### config.mk
export PLATFORM = sky130hd
export DESIGN_NAME = tick_join_sequencer
export DESIGN_NICKNAME = d
export VERILOG_FILES = /design/src/rtl/tick_join_pkg.sv /design/src/rtl/tick_join_gather.sv /design/src/rtl/tick_join_next.sv /design/src/rtl/tick_join_decode.sv /design/src/rtl/tick_join_sequencer.sv
export SDC_FILE = /design/constraint.sdc
export NUM_CORES = 1
export LEC_CHECK = 0
export CAP_MARGIN = 20
export CORE_AREA = 2 2 39 41
export DETAILED_ROUTE_END_ITERATION = 8
export DIE_AREA = 0 0 41 43
export PLACE_DENSITY_LB_ADDON = 0.25
export SLEW_MARGIN = 20
export SYNTH_ARGS = -nofsm -noshare
export SYNTH_HDL_FRONTEND = slang
export SYNTH_HIERARCHICAL = 1
export SYNTH_SLANG_ARGS = --single-unit
### constraint.sdc
create_clock -name clk -period 1.3 [get_ports clk]
set_input_delay 0.26 -clock clk [delete_from_list [all_inputs] [get_ports clk]]
set_output_delay 0.26 -clock clk [all_outputs]
set_load 0.05 [all_outputs]
### src/rtl/tick_join_pkg.sv
package tick_join_pkg;

    typedef enum logic [2:0] {
        SQ_REST        = 3'd0,
        SQ_LAUNCH_PAIR = 3'd1,
        SQ_JOIN_PAIR   = 3'd2,
        SQ_LAUNCH_TAIL = 3'd3,
        SQ_DRAIN_TAIL  = 3'd4
    } seq_state_t;

endpackage

### src/rtl/tick_join_gather.sv
module tick_join_gather #(
    parameter int PAR_WORKERS = 2
) (
    input  logic [PAR_WORKERS-1:0] busy_vec,
    output logic                   all_busy,
    output logic                   none_busy
);
    logic [PAR_WORKERS:0] and_chain;
    logic [PAR_WORKERS:0] or_chain;

    assign and_chain[0] = 1'b1;
    assign or_chain[0]  = 1'b0;

    for (genvar g = 0; g < PAR_WORKERS; g++) begin : g_chain
        assign and_chain[g+1] = and_chain[g] & busy_vec[g];
        assign or_chain[g+1]  = or_chain[g]  | busy_vec[g];
    end

    assign all_busy  = and_chain[PAR_WORKERS];
    assign none_busy = ~or_chain[PAR_WORKERS];
endmodule

### src/rtl/tick_join_next.sv
module tick_join_next
    import tick_join_pkg::*;
(
    input  seq_state_t cur_state,
    input  logic       tick,
    input  logic       par_all_busy,
    input  logic       par_none_busy,
    input  logic       tail_busy,
    output seq_state_t nxt_state
);
    always_comb begin
        nxt_state = cur_state;
        unique case (cur_state)
            SQ_REST:        if (tick)          nxt_state = SQ_LAUNCH_PAIR;
            SQ_LAUNCH_PAIR: if (par_all_busy)  nxt_state = SQ_JOIN_PAIR;
            SQ_JOIN_PAIR:   if (par_none_busy) nxt_state = SQ_LAUNCH_TAIL;
            SQ_LAUNCH_TAIL: if (tail_busy)     nxt_state = SQ_DRAIN_TAIL;
            SQ_DRAIN_TAIL:  if (!tail_busy)    nxt_state = SQ_REST;
            default:                           nxt_state = SQ_REST;
        endcase
    end
endmodule

### src/rtl/tick_join_decode.sv
module tick_join_decode
    import tick_join_pkg::*;
#(
    parameter int PAR_WORKERS = 2
) (
    input  seq_state_t             cur_state,
    output logic [PAR_WORKERS-1:0] par_start,
    output logic                   tail_start
);
    logic launch_pair;

    always_comb begin
        launch_pair = 1'b0;
        tail_start  = 1'b0;
        unique case (cur_state)
            SQ_LAUNCH_PAIR: launch_pair = 1'b1;
            SQ_LAUNCH_TAIL: tail_start  = 1'b1;
            SQ_REST, SQ_JOIN_PAIR, SQ_DRAIN_TAIL: ;
            default: ;
        endcase
    end

    for (genvar g = 0; g < PAR_WORKERS; g++) begin : g_start
        assign par_start[g] = launch_pair;
    end
endmodule

### src/rtl/tick_join_sequencer.sv
module tick_join_sequencer
    import tick_join_pkg::*;
#(
    parameter int PAR_WORKERS = 2
) (
    input  logic                   clk,
    input  logic                   rst,
    input  logic                   tick,
    output logic [PAR_WORKERS-1:0] par_start,
    input  logic [PAR_WORKERS-1:0] par_busy,
    output logic                   tail_start,
    input  logic                   tail_busy
);
    localparam logic [PAR_WORKERS-1:0] ALL_ONES = {PAR_WORKERS{1'b1}};

    seq_state_t state;
    seq_state_t state_nxt;
    logic       par_all_busy;
    logic       par_none_busy;

    tick_join_gather #(.PAR_WORKERS(PAR_WORKERS)) u_gather (
        .busy_vec  (par_busy),
        .all_busy  (par_all_busy),
        .none_busy (par_none_busy)
    );

    tick_join_next u_next (
        .cur_state     (state),
        .tick          (tick),
        .par_all_busy  (par_all_busy),
        .par_none_busy (par_none_busy),
        .tail_busy     (tail_busy),
        .nxt_state     (state_nxt)
    );

    always_ff @(posedge clk) begin
        if (rst) state <= SQ_REST;
        else     state <= state_nxt;
    end

    tick_join_decode #(.PAR_WORKERS(PAR_WORKERS)) u_decode (
        .cur_state  (state),
        .par_start  (par_start),
        .tail_start (tail_start)
    );

    assert_reset_rest_R1: assert property (@(posedge clk)
        rst |=> (state == SQ_REST && par_start == '0 && !tail_start));

    assert_idle_hold_R2: assert property (@(posedge clk) disable iff (rst)
        (state == SQ_REST && !tick) |=> (par_start == '0 && !tail_start));

    assert_idle_go_R2: assert property (@(posedge clk) disable iff (rst)
        (state == SQ_REST && tick) |=> (par_start == ALL_ONES));

    assert_launch_hold_R3: assert property (@(posedge clk) disable iff (rst)
        (state == SQ_LAUNCH_PAIR && par_busy != ALL_ONES) |=> (par_start == ALL_ONES));

    assert_join_hold_R4: assert property (@(posedge clk) disable iff (rst)
        (state == SQ_JOIN_PAIR && par_busy != '0) |=> (state == SQ_JOIN_PAIR && par_start == '0));

    assert_tail_rise_R5: assert property (@(posedge clk) disable iff (rst)
        $rose(tail_start) |-> $past(state == SQ_JOIN_PAIR && par_busy == '0));

    assert_drain_exit_R6: assert property (@(posedge clk) disable iff (rst)
        (state == SQ_DRAIN_TAIL && !tail_busy) |=> (state == SQ_REST && !tail_start));

    assert_tick_ignored_R7: assert property (@(posedge clk) disable iff (rst)
        (state == SQ_JOIN_PAIR && tick && par_busy != '0) |=> (par_start == '0));

    assert_no_overlap_R8: assert property (@(posedge clk) disable iff (rst)
        !(tail_start && par_start != '0));
endmodule

## Word level (Yosys, flattened, before mapping)

Cells that the tools add are included.

- Eq/ne operators: 9
- Bitwise logic cells: 2
- Reductions and logical operators: 2
- Multiplexer cells: 8

Operator list:

| operator | number |
|---|---|
| $mux 3 | 5 |
| $pmux 3 s5 | 1 |
| $ne 2x2->1 const B | 5 |
| $eq 3x2->1 const B | 2 |
| $reduce_and 5->1 | 1 |
| $eq 3x1->1 const B | 1 |
| $eq 3x3->1 const B | 1 |
| $logic_not 3->1 | 1 |
| $mux 1 | 2 |
| $and 1x1->1 | 1 |
| $or 1x1->1 | 1 |

- Register bits after elaboration: 3
- Output and inout port bits: 3
- Input port bits: 6

## Longest topological paths before layout

- Depth after elaboration: 3
- Depth in mapped cells: 5
- Depth with buffers taken out: 5

## By module

The synthesis kept the hierarchy.

Modules (own cells, without submodules):

| module | cells each | times used | area each (sq um) |
|---|---|---|---|
| tick_join_sequencer | 6 | 1 | 78.8 |
| tick_join_next | 10 | 1 | 70.1 |
| tick_join_decode | 4 | 1 | 36.3 |
| tick_join_gather | 2 | 1 | 10.0 |

## Worst setup path before layout

OpenSTA, ideal clock, no wires.

- Path kind: register to register
- Start: register state[0]
- End: register state[0]
- Stages on the path, launching flop included: 4
- Data required time: 1.235 ns
- Buffers on the path: 0
- Clock period less this slack: 1.145 ns
- Arrival: 1.080 ns
- Path slack: 0.155 ns
- Cells stage by stage: dfxtp_1 mux4_2 nor2_1 nor2b_1

- Elaborated cells on any way between the ends: 12
- Classes of those cells: eq/ne (9); mux (1); reduce/logical (2)

RTL lines:

| element | line | RTL |
|---|---|---|
| start: declaration | tick_join_sequencer.sv:16 | `seq_state_t state;` |
| start signal: assignment | tick_join_sequencer.sv:38 | `else state <= state_nxt;` |
| $eq 3x3->1 (tied with other cells) | tick_join_next.sv:13 | `unique case (cur_state)` |
| $pmux 3 s5 (*) | tick_join_next.sv:13 |  |
| net state_nxt[0] | tick_join_sequencer.sv:17 | `seq_state_t state_nxt;` |

Mark *: on every way through the listed nets, which the timed path passes. The rest lies on a longest branch.
A chain may end at the register's enable or synchronous reset.

## Final worst setup path

- Start: register state[1]
- End: output par_start[0]

- Cells in the longest elaborated chain, start to end: 2

RTL lines:

| element | line | RTL |
|---|---|---|
| $eq 3x1->1 | tick_join_decode.sv:15 | `unique case (cur_state)` |
| $mux 1 | tick_join_decode.sv:15 |  |
| end: declaration | tick_join_sequencer.sv:9 | `output logic [PAR_WORKERS-1:0] par_start,` |

No other way between the ends.

==> impl_results.md <==
* Vias in the first global route at 195
* Filler Cell Count at 144
* WL final at 388 um
* Biggest register: state
* Synth Area per Inst at 8.87 sq um
* Slew Viols, Final at 0
* Synth Net Count at 28
* Die footprint at 1760 sq um
* Cell Area, Placed at 333 sq um
* Clock latency on the worst-skew pair at 230 ps
* Drt drc at 0
* Setup tns final at 0 ps
* Die extent in y at 43 um
* Sink Count at 3
* Post-synthesis adder-cell area fraction at 0%
* Total congestion overflow at 0
* Num CTS Buffers at 3
* YS warnings at 6
* Post-route insts no fill at 54
* WP data required at 1040 ps
* Starting density of the core at 14.1%
* Largest net degree at the start of global routing at 7
* Area of the core at 1380 sq um
* Tcrit/Tclk final at 98.6%
* Biggest regs: state x3
* IO Port Bufs at 8
* N_diodes at 0
* Worst Setup Path Type: flip-flop to output pin
* #FFs+latches synth at 3
* Half-perimeter wire length after detailed placement at 287 um
* Cell Pwr Density at 958 nW/um^2
* Crit. End Element: output pin
* Worst hold path class: flip-flop to flip-flop
* IO Pins at 9
* Final hold vios at 0
* Worst-path fanout max at 3
* Cell Chain, Critical Path: nor3b_2, buf_4, buf_12
* Mux share of post-synthesis cell area at 11.5%
* Synth Area in XOR/XNOR at 0%
* Crit path arrival time at 1020 ps
* Post-CTS Hold Fix Bufs at 0
* Initial antenna violation count at 0
* CTS tree: yes
* Worst hold stages at 2
* Worst-path clk slew at 40 ps
* CP Launch Type: flip-flop
* Reg2reg start: state[0]$_SDFF_PP0_
* Worst Reg-to-Reg Cells at 4
* GPL Wtd Cong at 0.636
* Outcome: finished clean
* CTS H-Tree Depth at 1
* Drt via density at 3.67
* CP max stage cell: dfxtp_4
* Worst clock skew at 3.88 ps
* Number of detailed-route iterations in the first pass at 2
* Critical Path Max Stage Delay at 340 ps
* Slew @ Worst Pin at 185 ps
* Complex-gate fraction of the synthesized area at 10.3%
* Drt initial violations at 4
* Layout overhead on the synthesized area at 103%
* Peak supply drop at 307 uV
* Max clock buf depth at 2
* Crit path launch: state[1]$_SDFF_PP0_
* Final Power at 380 uW
* Layout cell share with drive strength beyond 1 at 50.0%
* Hold Path Origin: state[2]$_SDFF_PP0_
* Largest family of logic cells by synthesized area: simple AND/OR/NAND/NOR gates
* Total GRT Usage at 6.22%
* FP Rows at 14
* Final #Nets at 45
* Post-Layout Inst Area at 397 sq um
* Post-synthesis sequential area ratio at 30.8%
* Netlist Area Pre-Place at 195 sq um
* Max FFs per register at 3
* Placed Cells at 47
* Final setup viols at 0
* Simple-gate area share of the yosys netlist at 35.9%
* Wire per inst at 7.19 um
* Vias at 198
* Synth unique cells at 14
* Final ANT Viol Nets at 0
* Final Critical Period at 1280 ps
* Die Wd at 41 um
* Leak at 0.000173 uW
* Relative slew slack at 87.6%
* Fmax at 780 MHz
* RSZ-0062 raised after global routing: true
* Max-Cap Viols at 0
* Root Buffer: clkbuf_4
* First-pass GRT wire length at 717 um
* Cell count after synthesis at 22
[where the power goes]
group	switching, uW	internal, uW
clock network	48.2	115
registers	3.55	96.0
logic	48.4	68.7
total	100	280
[per-layer routing]
layer / track usage [%] / share of wire [%] / vias up / wire length [um]
met5: 0 / 0 / - / 0
met4: 4.00 / 0 / 0 / 0
met3: 3.14 / 4.9 / 0 / 19
met2: 9.06 / 48 / 7 / 186
met1: 6.75 / 47 / 87 / 182
li1: - / - / 104 / -
[cells in the final DEF, fill, tap and decap left out, drive strengths merged]
cell type      synthesis  layout
buf                    2       9
clkbuf                 0       4
clkdlybuf4s50          0       3
nor2b                  3       3
dfxtp                  3       3
dlygate4sd2            0       2
nor2                   2       2
inv                    2       2
and2                   2       2
nor3b                  1       1
and3b                  1       1
a21oi                  1       1
a311oi                 1       1
mux4                   1       1
nand2b                 1       1
nand2                  1       1
o22ai                  1       1
[per-stage QoR]
step	util (%)	setup slack, ps	hold WS, ps
finish	28.7	18.8	589
global route	28.7	-21.7	612
CTS	27.7	-4.54	570
detailed placement	24.1	-248	606
global placement	24.1	-250	607
floorplan	-	155	332
[critical path: cells and delay by family, from the launching register on]
kind / cells / cell delay (ps)
DFF: 1 / 340
buffers and inverters: 2 / 290
and+or+nand+nor: 1 / 170
[synthesized netlist by cell type]
cell type | count | area [sq um]
dfxtp_1 | 3 | 60.1
nor2b_1 | 3 | 18.8
and2_1 | 2 | 12.5
buf_4 | 2 | 15.0
inv_1 | 2 | 7.51
nor2_1 | 2 | 7.51
a21oi_1 | 1 | 5.00
a311oi_1 | 1 | 8.76
and3b_1 | 1 | 8.76
mux4_2 | 1 | 22.5
nand2_1 | 1 | 3.75
nand2b_1 | 1 | 6.26
nor3b_2 | 1 | 12.5
o22ai_1 | 1 | 6.26
[final timing paths]
kind	slack, ps	endpoint
max	20	par_start[0]
min	590	state[1]$_SDFF_PP0_
max reg2reg	90	state[0]$_SDFF_PP0_
min reg2reg	590	state[1]$_SDFF_PP0_
[what timing repair did]
item                                   CTS  global route
resized for setup                        8             2
setup buffers                            2             1
setup endpoints to repair                4             3
endpoints found under the hold margin    0             0
pin swaps                                3             1
[final cells by class]
type	count	area [sq um]	area share, %
sequential	3	68.8	17.4
clock buffer	4	26.3	6.62
tap	16	20.0	5.05
inverter	2	7.51	1.89
timing repair buffer	14	156	39.4
multi-input combinational	15	118	29.7
[logic make-up after synthesis]
group           after synthesis
simple gates                 11
buf+inv                       4
compound gates                3
flops                         3
mux                           1
No activity file was read; power rests on OpenSTA's default activity.
